--- src/rtl/chan_evt_pkg.sv ---
package chan_evt_pkg;
    localparam int REG_W         = 32;
    localparam int CNT_W         = 6;
    localparam int DONE_LSB      = 0;
    localparam int ACT_BIT       = 8;
    localparam int PROC_LSB      = 16;
    localparam int CFG_LEVEL_BIT = 28;
    localparam int CFG_CMD_BIT   = 29;
    localparam int CFG_LIST_BIT  = 31;

    typedef logic [CNT_W-1:0] cnt_t;
    typedef logic [REG_W-1:0] word_t;

    typedef struct packed {
        logic list_en;
        logic cmd_en;
        logic level_sel;
    } evt_cfg_t;

    function automatic evt_cfg_t decode_cfg(input word_t w);
        evt_cfg_t c;
        c.list_en   = w[CFG_LIST_BIT];
        c.cmd_en    = w[CFG_CMD_BIT];
        c.level_sel = w[CFG_LEVEL_BIT];
        return c;
    endfunction

    function automatic word_t pack_status(input cnt_t done, input cnt_t proc, input logic act);
        word_t w;
        w = '0;
        w[DONE_LSB +: CNT_W] = done;
        w[PROC_LSB +: CNT_W] = proc;
        w[ACT_BIT]           = act;
        return w;
    endfunction

    function automatic cnt_t pending(input cnt_t done, input cnt_t proc);
        return done - proc;
    endfunction
endpackage

--- src/rtl/evt_done_ctr.sv ---
module evt_done_ctr #(
    parameter int CNT_W = chan_evt_pkg::CNT_W
) (
    input  logic             clk,
    input  logic             rst,
    input  logic             cancel,
    input  logic             load_evt,
    input  logic             cmd_evt,
    output logic [CNT_W-1:0] done_o
);
    logic [CNT_W-1:0] step;

    always_comb begin
        step = CNT_W'(load_evt) + CNT_W'(cmd_evt);
    end

    always_ff @(posedge clk) begin
        if (rst || cancel) begin
            done_o <= '0;
        end else begin
            done_o <= done_o + step;
        end
    end
endmodule

--- src/rtl/evt_ack_track.sv ---
module evt_ack_track #(
    parameter int CNT_W = chan_evt_pkg::CNT_W
) (
    input  logic             clk,
    input  logic             rst,
    input  logic             cancel,
    input  logic             any_evt,
    input  logic             wr,
    input  logic [CNT_W-1:0] wr_proc,
    input  logic             wr_act,
    output logic [CNT_W-1:0] proc_o,
    output logic             active_o
);
    always_ff @(posedge clk) begin
        if (rst || cancel) begin
            proc_o   <= '0;
            active_o <= 1'b0;
        end else begin
            if (wr) begin
                proc_o <= wr_proc;
            end
            if (any_evt) begin
                active_o <= 1'b1;
            end else if (wr && !wr_act) begin
                active_o <= 1'b0;
            end
        end
    end
endmodule

--- src/rtl/evt_irq_gen.sv ---
module evt_irq_gen
    import chan_evt_pkg::*;
(
    input  logic     clk,
    input  logic     rst,
    input  logic     cancel,
    input  logic     cfg_wr,
    input  word_t    cfg_wdata,
    input  logic     load_evt,
    input  logic     cmd_evt,
    input  logic     pend_nz,
    output evt_cfg_t cfg_o,
    output logic     irq_o
);
    logic pulse_q;
    logic level_term;
    logic unused_cfg_bits;

    assign unused_cfg_bits = ^{cfg_wdata[30], cfg_wdata[27:0]};

    always_ff @(posedge clk) begin
        if (rst) begin
            cfg_o <= '0;
        end else if (cfg_wr) begin
            cfg_o <= decode_cfg(cfg_wdata);
        end
    end

    always_ff @(posedge clk) begin
        if (rst || cancel) begin
            pulse_q <= 1'b0;
        end else begin
            pulse_q <= (load_evt && cfg_o.list_en) || (cmd_evt && cfg_o.cmd_en);
        end
    end

    always_comb begin
        level_term = (cfg_o.cmd_en || cfg_o.list_en) && pend_nz;
        irq_o      = cfg_o.level_sel ? level_term : pulse_q;
    end
endmodule

--- src/rtl/chan_evt_irq.sv ---
module chan_evt_irq
    import chan_evt_pkg::*;
(
    input  logic        clk,
    input  logic        rst,
    input  logic        cancel_i,
    input  logic        load_evt_i,
    input  logic        cmd_evt_i,
    input  logic        cfg_wr_i,
    input  logic [31:0] cfg_wdata_i,
    input  logic        cnt_wr_i,
    input  logic [31:0] cnt_wdata_i,
    output logic [31:0] cnt_rdata_o,
    output logic        irq_o
);
    cnt_t     done_q;
    cnt_t     proc_q;
    logic     act_q;
    evt_cfg_t cfg_q;
    logic     pend_nz;
    logic     unused_wr_bits;

    assign unused_wr_bits = ^{cnt_wdata_i[31:PROC_LSB+CNT_W], cnt_wdata_i[PROC_LSB-1:ACT_BIT+1],
                              cnt_wdata_i[ACT_BIT-1:0]};

    evt_done_ctr #(.CNT_W(CNT_W)) u_done (
        .clk      (clk),
        .rst      (rst),
        .cancel   (cancel_i),
        .load_evt (load_evt_i),
        .cmd_evt  (cmd_evt_i),
        .done_o   (done_q)
    );

    evt_ack_track #(.CNT_W(CNT_W)) u_ack (
        .clk      (clk),
        .rst      (rst),
        .cancel   (cancel_i),
        .any_evt  (load_evt_i || cmd_evt_i),
        .wr       (cnt_wr_i),
        .wr_proc  (cnt_wdata_i[PROC_LSB +: CNT_W]),
        .wr_act   (cnt_wdata_i[ACT_BIT]),
        .proc_o   (proc_q),
        .active_o (act_q)
    );

    assign pend_nz = (pending(done_q, proc_q) != '0);

    evt_irq_gen u_irq (
        .clk       (clk),
        .rst       (rst),
        .cancel    (cancel_i),
        .cfg_wr    (cfg_wr_i),
        .cfg_wdata (cfg_wdata_i),
        .load_evt  (load_evt_i),
        .cmd_evt   (cmd_evt_i),
        .pend_nz   (pend_nz),
        .cfg_o     (cfg_q),
        .irq_o     (irq_o)
    );

    assign cnt_rdata_o = pack_status(done_q, proc_q, act_q);
endmodule

--- config.mk ---
export PLATFORM = sky130hd
export DESIGN_NAME = chan_evt_irq
export DESIGN_NICKNAME = d
export VERILOG_FILES = /design/src/rtl/chan_evt_pkg.sv /design/src/rtl/evt_done_ctr.sv /design/src/rtl/evt_ack_track.sv /design/src/rtl/evt_irq_gen.sv /design/src/rtl/chan_evt_irq.sv
export SDC_FILE = /design/constraint.sdc
export NUM_CORES = 1
export LEC_CHECK = 0
export BUFFER_PORTS_ARGS = -buffer_cell sky130_fd_sc_hd__buf_2
export CORE_MARGIN = 8
export CORE_UTILIZATION = 39
export DETAILED_ROUTE_END_ITERATION = 7
export PLACE_DENSITY = 0.86
export REMOVE_ABC_BUFFERS = 1
export SKIP_LAST_GASP = 1
export SLEW_MARGIN = 20
export SYNTH_ARGS = -nofsm -noshare
export SYNTH_HDL_FRONTEND = slang
export SYNTH_SLANG_ARGS = --single-unit
--- constraint.sdc ---
create_clock -name clk -period 3.6 [get_ports clk]
set_input_delay 0.36 -clock clk [delete_from_list [all_inputs] [get_ports clk]]
set_output_delay 0.36 -clock clk [all_outputs]
set_load 0.02 [all_outputs]
==> results of run 1 <==
cell usage after synthesis:
cell type | number | area share
a22oi_1 | 1 | 0.0070
a31o_1 | 2 | 0.016
buf_2 | 1 | 0.0047
ha_1 | 9 | 0.11
a31oi_1 | 1 | 0.0058
a21o_1 | 1 | 0.0070
nor2_1 | 16 | 0.056
xnor2_1 | 1 | 0.0082
o2111ai_1 | 1 | 0.0082
or3_1 | 2 | 0.012
a21oi_1 | 8 | 0.037
buf_4 | 20 | 0.14
dfxtp_1 | 17 | 0.32
clkbuf_1 | 1 | 0.0035
inv_1 | 15 | 0.053
o21ai_0 | 6 | 0.028
nand4b_1 | 1 | 0.0082
or2_2 | 1 | 0.0058
nand2_1 | 2 | 0.0070
conb_1 | 1 | 0.0035
fa_1 | 1 | 0.019
nor2b_1 | 2 | 0.012
mux2i_1 | 10 | 0.093
xnor2_2 | 1 | 0.015
buf_6 | 1 | 0.011
xor2_1 | 2 | 0.016
cells in the final DEF (no fill, tap or decap):
master / instances
a31o_1: 2
or2_2: 1
a21o_1: 1
clkbuf_1: 1
a31oi_1: 1
ha_1: 9
conb_1: 19
mux2i_1: 10
o21ai_0: 6
fa_1: 1
buf_2: 30
nor2b_1: 2
nand2_1: 2
a21oi_1: 8
xnor2_1: 1
a22oi_1: 1
nand4b_1: 1
xnor2_2: 1
xor2_1: 2
inv_1: 15
or3_1: 2
dfxtp_1: 17
clkbuf_4: 3
nor2_1: 16
o2111ai_1: 1
flip-flops by register name (all words and copies together) (netlist names):
name and count:
u_irq.pulse_q 1, u_ack.proc_o 6, u_ack.active_o 1, u_done.done_o 6, u_irq.cfg_o 3
cell type report:
class	instances	area (sq um)
inverters	15	56.3
multi-input cells	87	572
clock buffers	4	26.3
repair buffers	30	150
well taps	31	38.8
flip-flops and latches	17	340
fillers	288	1500
cell families (layout without fill, tap and decap cells):
family | after synthesis | count (layout) | share of synthesized area
xor+xnor | 4 | 4 | 0.0397
compound gates | 20 | 20 | 0.110
buf+inv | 38 | 49 | 0.211
mux | 10 | 10 | 0.0935
simple gates | 24 | 24 | 0.100
flops | 17 | 17 | 0.318
fa+ha+maj | 10 | 10 | 0.124
other cells | 1 | 19 | 0.00350
layer usage:
layer,track usage,routed length [um],up-vias
met5,0,0,-
met3,0.0573,278,2
met2,0.151,967,29
met4,0.0230,12,0
li1,-,-,422
met1,0.103,863,356
power by group:
part	total (W)	leakage, nW	switching (W)	internal [W]
combinational	0.0000799	0.447	0.0000515	0.0000284
clock	0.0000979	0.0150	0.0000549	0.0000430
sequential	0.000200	0.139	0.00000523	0.000195
total	0.000378	0.601	0.000112	0.000266
worst max-delay path, delay by kind of cell, from the launching register on:
family | cells | cell delay, ns
AOI/OAI and AO/OA | 4 | 0.70
adders and majority gates | 1 | 0.31
DFF | 1 | 0.44
buffers and inverters | 1 | 0.19
worst max-delay path by stage:
stage / slack, ns / from / to
after detailed placement: 1.62 / cmd_evt_i / u_done.done_o[4]
after global placement: 1.63 / load_evt_i / u_done.done_o[4]
after CTS: 1.30 / u_done.done_o[2] / irq_o
after global routing: 1.20 / u_done.done_o[2] / irq_o
final: 1.32 / u_done.done_o[2] / irq_o
after floorplan: 1.55 / u_done.done_o[2] / irq_o
stage by stage:
| stage | cells | area (sq um) |
|---|---|---|
| detailed placement | 180 | 1160 |
| floorplan | 119 | 968 |
| global route | 184 | 1180 |
| CTS | 184 | 1180 |
| finish | 184 | 1180 |
| global placement | 180 | 1160 |
==> metrics.md, run 1 <==
| Metric | Value |
|---|---|
| Post-route DRC | 0 |
| # IOs | approximately 100 |
| Worst Reg-to-Reg Cells | 5 |
| Fin. Hold Viols | 0 |
| Post-Syn Instances | ~120 |
| Clock insertion delay at the later pin of the skew report | 0.28 ns |
| Via Count | a little over 800 |
| Highest-delay cell along the critical path | dfxtp_1 |
| H-tree depth | 1 |
| Synth cell types | 26 |
| Hold_buf cts | 0 |
| Reg2Reg Capture Point | u_done.done_o[4] |
| First-pass GRT wire length | 3.34 mm |
| Total power | approximately 0.00038 W |
| Hold WS | roughly 0.27 ns |
| GRT overflow | 0 |
| Setup violators final | 0 |
| DR iter-0 viols | 23 |
| Worst vdd ir | 265 uV |
| Crit path DAT | 1.92 ns |
| Crit path kind | reg2out |
| Warnings, synthesis | 0 |
| Final Max Tran Viols | 0 |
| Worst hold endpoint | u_irq.cfg_o[2] |
| Placer Congestion | 0.831 |
| Worst R2R Setup Slack | roughly 2 ns |
| Initial antenna violation count | 0 |
| Startpoint Class | register |
| Cts bufs inserted | 3 |
| Layout cells sized above 1 | 0.229 |
| Clock sink total | 17 |
| Syn Area/Cell | between 8 and 9 sq um |
| Clock-pin transition on the worst setup and hold timing paths | ~0.09 ns |
| Initial core utilization | 0.399 |
| Synth Register Bits | 17 |
| Fin crit share | 0.632 |
| Post-route setup TNS | 0 ns |
| Die Footprint | about 4700 sq um |
| GRT Util Overall | 0.0941 |
| Total length of routed wires | approximately 2.1 mm |
| Max Cap Violations | 0 |
| Die W | around 68 um |
| Fmax | 439 MHz |
| Origin of the critical flop-to-flop path | u_done.done_o[0] |
| Min Tclk post-route | between 2 and 2.5 ns |
| CTS tree | built |
| DR WL/cell | between 10 and 15 um |
| Dpl ws | 1.62 ns |
| Vias in the first global route | about 750 |
| Row Count | 19 |
| Hold Path Class | in2reg |
| Die Y | around 68 um |
| Worst path max stage delay | 0.44 ns |
| Setup Skew | 0.00182 ns |
| Clock root cell | clkbuf_4 |
| Ant. Diodes | 0 |
| Area Overhead vs Synth | 10.5% |
| Core region area | 2690 sq um |
| Hpwl dp | 1.79 mm |
| Worst Slack Setup Final | 1.32 ns |
| Synth Cell Area | approximately 1100 sq um |
| Pin count of the biggest net entering global routing | 15 |
| Crit path capture type | primary output |
| Core Util, Final | 0.441 |
| Hold_sp | rst |
| Seq/Total Area, Yosys | 0.318 |
| I/O Buffers | 30 |
| Pwr Density | between 300 and 400 nW/um^2 |
| Hold Path Depth | 2 |
| Worst path cell trace | ha_1 > o21ai_0 > a21oi_1 > a31o_1 > a31oi_1 > buf_2 |
| TritonRoute pass-1 iters | 4 |
| Clock Path Buffers | 2 |
| Nets@finish | 235 |
| Pleak | 0.601 nW |
| RSZ-0062 raised after global routing | no |
| Post_cts resized | 0 |
| Post-CTS Setup Inserts | 0 |
| Status | finished, final reports clean |
| Antenna Nets Post-Route | 0 |
| Worst Path Max Fanout | 6 |
| Worst EP required | 3.24 ns |
| Number of vias per cell | 4.40 |
Note: power is estimated with default switching activity, not from simulation.
==> run 2: changes to the inputs <==
--- a/config.mk
+++ b/config.mk
@@ -7,9 +7,9 @@
 export LEC_CHECK = 0
 export BUFFER_PORTS_ARGS = -buffer_cell sky130_fd_sc_hd__buf_2
 export CORE_MARGIN = 8
-export CORE_UTILIZATION = 39
+export CORE_UTILIZATION = 32
 export DETAILED_ROUTE_END_ITERATION = 7
-export PLACE_DENSITY = 0.86
+export PLACE_DENSITY = 0.75
 export REMOVE_ABC_BUFFERS = 1
 export SKIP_LAST_GASP = 1
 export SLEW_MARGIN = 20
==> constraint.sdc (replaced) <==
create_clock -name clk -period 1.9 [get_ports clk]
set_input_delay 0.19 -clock clk [delete_from_list [all_inputs] [get_ports clk]]
set_output_delay 0.19 -clock clk [all_outputs]
set_load 0.02 [all_outputs]
==> run 2 against run 1 <==
The flow now finishes with violations (setup timing); utilization is 4.6 points lower; critical path type unchanged; flip-flop and latch count stayed put; setup slack worse by 1.4 ns.
==> metrics.md, run 2 (same netlist as run 1, synthesis figures left out) <==
| Metric | Value |
|---|---|
| Crit path capture type | primary output (unchanged) |
| Fin cells | 203 (was 184) |
| Fin. Hold Viols | 0 (unchanged) |
| Layout cells sized above 1 | 0.338 (was 0.229) |
| Initial antenna violation count | 0 (unchanged) |
| Setup Skew | 0.00511 ns (was 0.00182 ns) |
| Vias in the first global route | 785 (was 749) |
| Critical path endpoint | irq_o (unchanged) |
| Max Cap Violations | 0 (unchanged) |
| Pleak | 0.641 nW (was 0.601 nW) |
| Initial core utilization | 0.326 (was 0.399) |
| Pwr Density | 580 nW/um^2 (was 319 nW/um^2) |
| I/O Buffers | 30 (unchanged) |
| # IOs | 104 (unchanged) |
| Clock root cell | clkbuf_4 (unchanged) |
| Nets@finish | 239 (was 235) |
| Clock-pin transition on the worst setup and hold timing paths | 0.10 ns (was 0.09 ns) |
| Most common cell after layout, fill and taps aside | buf_2 (unchanged) |
| RSZ-0062 raised after global routing | yes (was no) |
| Total power | 0.000751 W (was 0.000378 W) |
| Register area | 347 sq um (was 340 sq um) |
| Core Util, Final | 0.395 (was 0.441) |
| Fmax | around 520 MHz |
| Worst Slack Setup Final | -0.0315 ns (was 1.32 ns) |
| Dpl cells | 197 (was 180) |
| Fin crit share | 1.02 |
| GRT Util Overall | 0.0827 (was 0.0941) |
| Cts bufs inserted | 3 (unchanged) |
| Crit path DAT | 1.74 ns (was 1.92 ns) |
| Filler cells | 352 (was 288) |
| Core region area | 3280 sq um (was 2690 sq um) |
| Crit path kind | reg2out (unchanged) |
| DR WL/cell | 11.4 um (was 11.5 um) |
| Clock Path Buffers | 2 (unchanged) |
| TritonRoute pass-1 iters | 4 (unchanged) |
| Worst Reg-to-Reg Cells | 5 (unchanged) |
| Most frequent cells in the layout | 29 x buf_2, 19 x conb_1, 16 x nor2_1 (was 30 x buf_2, 19 x conb_1, 17 x dfxtp_1) |
| Worst R2R Setup Slack | 0.30 ns (was 2.01 ns) |
| CP Launch Point | u_ack.proc_o[2] (was u_done.done_o[2]) |
| Total length of routed wires | 2.32 mm (was 2.12 mm) |
| GRT overflow | 0 (unchanged) |
| Die Footprint | 5450 sq um (was 4680 sq um) |
| Clock sink total | 17 (unchanged) |
| Setup violators final | 1 (was 0) |
| Final Max Tran Viols | 0 (unchanged) |
| Pin count of the biggest net entering global routing | 15 (unchanged) |
| Origin of the critical flop-to-flop path | u_done.done_o[1] (was u_done.done_o[0]) |
| Status | complete, but fails checks (was finished, final reports clean) |
| Worst Path Max Fanout | 5 (was 6) |
| Startpoint Class | register (unchanged) |
| Hpwl dp | 1.86 mm (was 1.79 mm) |
| First-pass GRT wire length | 3.47 mm (was 3.34 mm) |
| Post-route setup TNS | -0.0315 ns (was 0 ns) |
| Top Registers | u_ack.proc_o x6, u_done.done_o x6, u_irq.cfg_o x3 (unchanged) |
| Hold Path Class | in2reg (unchanged) |
| H-tree depth | 1 (unchanged) |
| Multi-input gate area | 627 sq um (was 572 sq um) |
| CTS tree | built (unchanged) |
| Reg2Reg Capture Point | u_done.done_o[4] (unchanged) |
| Area Overhead vs Synth | 21.0% (was 10.5%) |
| Row Count | 21 (was 19) |
| Min Tclk post-route | 1.93 ns |
| Dpl ws | 0.0637 ns (was 1.62 ns) |
| Failing checks | setup timing |
| Post-route DRC | 0 (unchanged) |
| DR iter-0 viols | 45 (was 23) |
| Die Y | 73.9 um (was 68.4 um) |
| Worst vdd ir | 357 uV (was 265 uV) |
| Die W | 73.9 um (was 68.4 um) |
| Clock insertion delay at the later pin of the skew report | 0.30 ns (was 0.28 ns) |
| Worst EP required | 1.71 ns (was 3.24 ns) |
| Placer Congestion | 0.782 (was 0.831) |
| Via Count | 844 (was 809) |
| Ant. Diodes | 0 (unchanged) |
| Hold_buf cts | 0 (unchanged) |
| Antenna Nets Post-Route | 0 (unchanged) |
| Number of vias per cell | 4.16 (was 4.40) |
-- run 2: layout make-up --
class | count | share of cell area
clock buffer | 4 | 0.0203
sequential | 17 | 0.267
timing repair buffer | 34 | 0.141
multi-input combinational | 87 | 0.484
inverter | 15 | 0.0434
tap | 46 | 0.0444
-- run 2: where the power goes --
part	total (W)	switching (W)	internal (W)	leakage, nW
sequential	0.000379	0.00000963	0.000370	0.141
clock	0.000200	0.000119	0.0000819	0.0150
combinational	0.000171	0.000106	0.0000659	0.485
-- run 2: repair_timing --
item / 4_1_cts / 5_1_grt
resized for setup: 13 / 4
buffers inserted: 2 / 0
endpoints found under the setup margin: 1 / 1
pin swaps: 2 / 0
-- run 2: critical path: stages (launching register included) --
cell and delay [ns]:
dfxtp_2 0.35, inv_1 0.06, ha_4 0.23, a21o_1 0.17
a21oi_1 0.16, mux2i_1 0.20, a31oi_1 0.11, buf_4 0.17
-- run 2: through the flow --
stage	hold slack [ns]	instance area, sq um
after global routing	0.0637	1300
after detailed placement	0.398	1190
after global placement	0.395	1190
after floorplan	0.262	968
after CTS	0.0658	1280
final	0.0809	1300
-- run 2: how the worst min path moves through the flow --
stage / from / endpoint / slack [ns] / cells after the start
floorplan: rst / u_irq.cfg_o[0] / 0.26 / 1
global placement: rst / u_irq.cfg_o[1] / 0.39 / 2
detailed placement: rst / u_irq.cfg_o[2] / 0.40 / 2
CTS: rst / u_irq.cfg_o[1] / 0.07 / 2
global route: rst / u_irq.cfg_o[1] / 0.06 / 2
finish: rst / u_irq.cfg_o[1] / 0.08 / 2
-- run 2: metal layers --
metal	global-route usage	routed length, um	up-vias
met2	0.126	976	40
met5	0	0	-
met1	0.0925	982	367
met4	0.0333	27	0
met3	0.0464	333	6
li1	-	-	431
==> run 3: changes to the inputs <==
--- a/config.mk
+++ b/config.mk
@@ -7,12 +7,14 @@
 export LEC_CHECK = 0
 export BUFFER_PORTS_ARGS = -buffer_cell sky130_fd_sc_hd__buf_2
 export CORE_MARGIN = 8
-export CORE_UTILIZATION = 32
+export CORE_UTILIZATION = 31
 export DETAILED_ROUTE_END_ITERATION = 7
+export GPL_TIMING_DRIVEN = 0
 export PLACE_DENSITY = 0.75
 export REMOVE_ABC_BUFFERS = 1
 export SKIP_LAST_GASP = 1
-export SLEW_MARGIN = 20
+export SLEW_MARGIN = 5
 export SYNTH_ARGS = -nofsm -noshare
 export SYNTH_HDL_FRONTEND = slang
+export SYNTH_HIERARCHICAL = 1
 export SYNTH_SLANG_ARGS = --single-unit
==> run 3 against run 2 <==
The flow still finishes with violations (setup timing); clock power down 5%; combinational power decreased by 18%; critical path depth is 1 higher; global-route usage down 0.19 points; hold slack better by 0.0038 ns; register-to-register slack worse by 0.05 ns.
==> metrics.md, run 3 <==
| Metric | Value |
|---|---|
| Hold_sp | cancel_i (was rst) |
| Startpoint Class | register (unchanged) |
| Row Count | 20 (was 21) |
| Synth Cell Area | 1010 sq um (was 1070 sq um) |
| Core region area | 3080 sq um (was 3280 sq um) |
| First-pass GRT wire length | 3.39 mm (was 3.47 mm) |
| Syn Area/Cell | 8.90 sq um (was 8.64 sq um) |
| Gr busiest metal | met2 (unchanged) |
| Worst EP required | 1.71 ns (about the same) |
| GRT overflow | 0 (unchanged) |
| Worst hold endpoint | u_irq/pulse_q (was u_irq.cfg_o[1]) |
| Setup violators final | 1 (unchanged) |
| Clock root cell | clkbuf_4 (unchanged) |
| Cts bufs inserted | 3 (unchanged) |
| Crit path kind | reg2out (unchanged) |
| Status | complete, but fails checks (unchanged) |
| Most frequent cells in the layout | 29 x buf_2, 19 x conb_1, 16 x nor2_1 (unchanged) |
| Area leader, netlist | dfxtp_1 (unchanged) |
| Worst path cell trace | inv_1 > ha_4 > or4_4 > a21oi_2 > nand4_1 > o211ai_1 > o21ai_1 > buf_4 (was inv_1 > ha_4 > a21o_1 > a21oi_1 > mux2i_1 > a31oi_1 > buf_4) |
| Nets@finish | 224 (was 239) |
| GRT met1 Usage | 0.0759 (was 0.0925) |
| Top area cells in the synthesized netlist | dfxtp_1 34%, buf_4 16%, mux2i_1 9.0% (was dfxtp_1 32%, buf_4 14%, ha_1 11%) |
| Hold_buf cts | 0 (unchanged) |
| Fin crit share | 1.17 (was 1.02) |
| Vias in the first global route | 790 (was 785) |
| Die W | 73.0 um (was 73.9 um) |
| RSZ-0062 raised after global routing | yes (unchanged) |
| Antenna Nets Post-Route | 0 (unchanged) |
| DR iter-0 viols | 37 (was 45) |
| Clock sink total | 17 (unchanged) |
| Synth cell types | 30 (was 26) |
| Count leader, synth | buf_4 (unchanged) |
| TritonRoute pass-1 iters | 3 (was 4) |
| Post-synth EDFFs | 0 (unchanged) |
| Fin. Hold Viols | 0 (unchanged) |
| CP top delay family | simple AND/OR/NAND/NOR gates (was compound AO/OA/AOI/OAI gates) |
| Hold Path Class | in2reg (unchanged) |
| Worst path max stage delay | 0.51 ns (was 0.35 ns) |
| Failing checks | setup timing (unchanged) |
| Max Cap Violations | 0 (unchanged) |
| I/O Buffers | 30 (unchanged) |
| Post-route DRC | 0 (unchanged) |
| Hold Path Depth | 2 (unchanged) |
| Placed instance area | 1110 sq um (was 1190 sq um) |
| CTS tree | built (unchanged) |
| Highest-delay cell along the critical path | or4_4 (was dfxtp_2) |
| Min Tclk post-route | 2.23 ns (was 1.93 ns) |
| GRT Util Overall | 0.0808 (was 0.0827) |
| Crit path DAT | 2.04 ns (was 1.74 ns) |
| Initial antenna violation count | 0 (unchanged) |
| DR WL/cell | 11.2 um (was 11.4 um) |
| Yosys top cell area share | 0.338 (was 0.318) |
| Fmax | 449 MHz (was 518 MHz) |
| Origin of the critical flop-to-flop path | u_done/done_o[0] (was u_done.done_o[1]) |
| Via Count | 748 (was 844) |
| Top Registers | u_ack/proc_o x6, u_done/done_o x6, u_irq/cfg_o x3 (was u_ack.proc_o x6, u_done.done_o x6, u_irq.cfg_o x3) |
| Post-Syn Instances | 113 (was 124) |
| Finished Cell Area | 1210 sq um (was 1300 sq um) |
| Area Overhead vs Synth | 19.9% (was 21.0%) |
| Primary FF master, synth | dfxtp_1 (unchanged) |
| Worst Path Max Fanout | 4 (was 5) |
| GRT met2 Usage | 0.145 (was 0.126) |
| Layout cells sized above 1 | 0.338 (about the same) |
| Hpwl dp | 1.70 mm (was 1.86 mm) |
| Die Y | 73.0 um (was 73.9 um) |
| Filler cells | 347 (was 352) |
| Synth Register Bits | 17 (unchanged) |
| Warnings, synthesis | 6 (was 0) |
| Placer Congestion | 0.729 (was 0.782) |
| Most common cell after layout, fill and taps aside | buf_2 (unchanged) |
| Synth top cells by count | 21 x buf_4, 17 x dfxtp_1, 16 x nor2_1 (was 20 x buf_4, 17 x dfxtp_1, 16 x nor2_1) |
| H-tree depth | 1 (unchanged) |
| Async S/R FF share, synth | 0 (unchanged) |
| Clock insertion delay at the later pin of the skew report | 0.28 ns (was 0.30 ns) |
| Clock Path Buffers | 2 (unchanged) |
| Ant. Diodes | 0 (unchanged) |
| Dpl ws | -0.312 ns (was 0.0637 ns) |
| Worst vdd ir | 500 uV (was 357 uV) |
| Worst Reg-to-Reg Cells | 5 (unchanged) |
| Setup Skew | 0.000309 ns (was 0.00511 ns) |
| Core Util, Final | 0.392 (was 0.395) |
| Number of vias per cell | 3.96 (was 4.16) |
| Final Max Tran Viols | 0 (unchanged) |
| GR Util met3 | 0.0563 (was 0.0464) |
| Total power | 0.000706 W (was 0.000751 W) |
| Pleak | 0.583 nW (was 0.641 nW) |
| Seq/Total Area, Yosys | 0.338 (was 0.318) |
| Reg2Reg Capture Point | u_done/done_o[5] (was u_done.done_o[4]) |
| Crit path capture type | primary output (unchanged) |
| Hold WS | 0.0847 ns (was 0.0809 ns) |
| CP bufs+invs | 2 (unchanged) |
| Clock-pin transition on the worst setup and hold timing paths | 0.10 ns (about the same) |
| Worst Slack Setup Final | -0.326 ns (was -0.0315 ns) |
| Pwr Density | 586 nW/um^2 (was 580 nW/um^2) |
| Initial core utilization | 0.327 (was 0.326) |
| Total length of routed wires | 2.11 mm (was 2.32 mm) |
| Pin count of the biggest net entering global routing | 10 (was 15) |
| # IOs | 104 (unchanged) |
| Worst R2R Setup Slack | 0.25 ns (was 0.30 ns) |
| Die Footprint | 5320 sq um (was 5450 sq um) |
==> run 3: changes by cell type after synthesis, moves of 2 or more <==
cell     delta
a21oi_1     -6
a31o_1      -2
nand3_1     +2
inv_1       -4
nand2_1     -2
ha_1        -3
o21ai_0     -3
xnor2_1     +2
==> run 3: final cells by class <==
class / count / area (sq um) / area share
inverters: 11 / 41.3 / 0.0342
clock buffers: 4 / 26.3 / 0.0218
flip-flops and latches: 17 / 350 / 0.290
repair buffers: 33 / 175 / 0.145
well taps: 44 / 55.1 / 0.0456
multi-input cells: 80 / 558 / 0.463
==> run 3: cell families (layout without fill, tap and decap cells) <==
| family | count (synthesis) | in the layout | synth area share |
|---|---|---|---|
| xor+xnor | 5 | 5 | 0.0435 |
| buf+inv | 34 | 48 | 0.206 |
| flops | 17 | 17 | 0.338 |
| other cells | 1 | 19 | 0.00373 |
| mux | 9 | 9 | 0.0896 |
| fa+ha+maj | 7 | 7 | 0.0945 |
| simple gates | 32 | 32 | 0.177 |
| compound gates | 8 | 8 | 0.0473 |
==> run 3: power breakdown <==
part	switching, W	internal (W)
clock network	0.000109	0.0000815
registers	0.00000913	0.000366
logic	0.0000904	0.0000500
==> run 3: worst max path at each step <==
stage,end,startpoint,cells past startpoint,slack [ns]
after floorplan,irq_o,u_done/done_o[3],6,-0.27
after global placement,irq_o,u_done/done_o[3],7,-0.28
after detailed placement,irq_o,u_done/done_o[3],7,-0.31
after CTS,irq_o,u_ack/proc_o[4],8,-0.32
after global routing,irq_o,u_ack/proc_o[3],8,-0.43
final,irq_o,u_ack/proc_o[3],8,-0.33
==> run 3: stage by stage <==
stage,TNS (ns),cells
2_1_floorplan,-0.271,108
5_1_grt,-0.430,189
6_report,-0.326,189
3_5_place_dp,-0.312,182
4_1_cts,-0.321,189
3_3_place_gp,-0.276,182
==> run 3: per-layer routing <==
| layer | vias up | routed length (um) |
|---|---|---|
| met5 | - | 0 |
| met4 | 0 | 0 |
| met3 | 0 | 268 |
| met2 | 33 | 987 |
| met1 | 326 | 857 |
| li1 | 389 | - |
==> run 3: what timing repair did <==
action / 4_1_cts / 5_1_grt
gates cloned: 0 / 0
endpoints found under the setup margin: 1 / 1
buffers inserted: 3 / 0
pin swaps: 4 / 0
gates resized for setup: 13 / 0
==> run 3: worst reg2reg max path, stage by stage (launching register included) <==
cell and delay [ns]:
dfxtp_1 0.36, inv_1 0.06, fa_1 0.39, nand3b_1 0.24, or3_1 0.39, a21oi_1 0.16
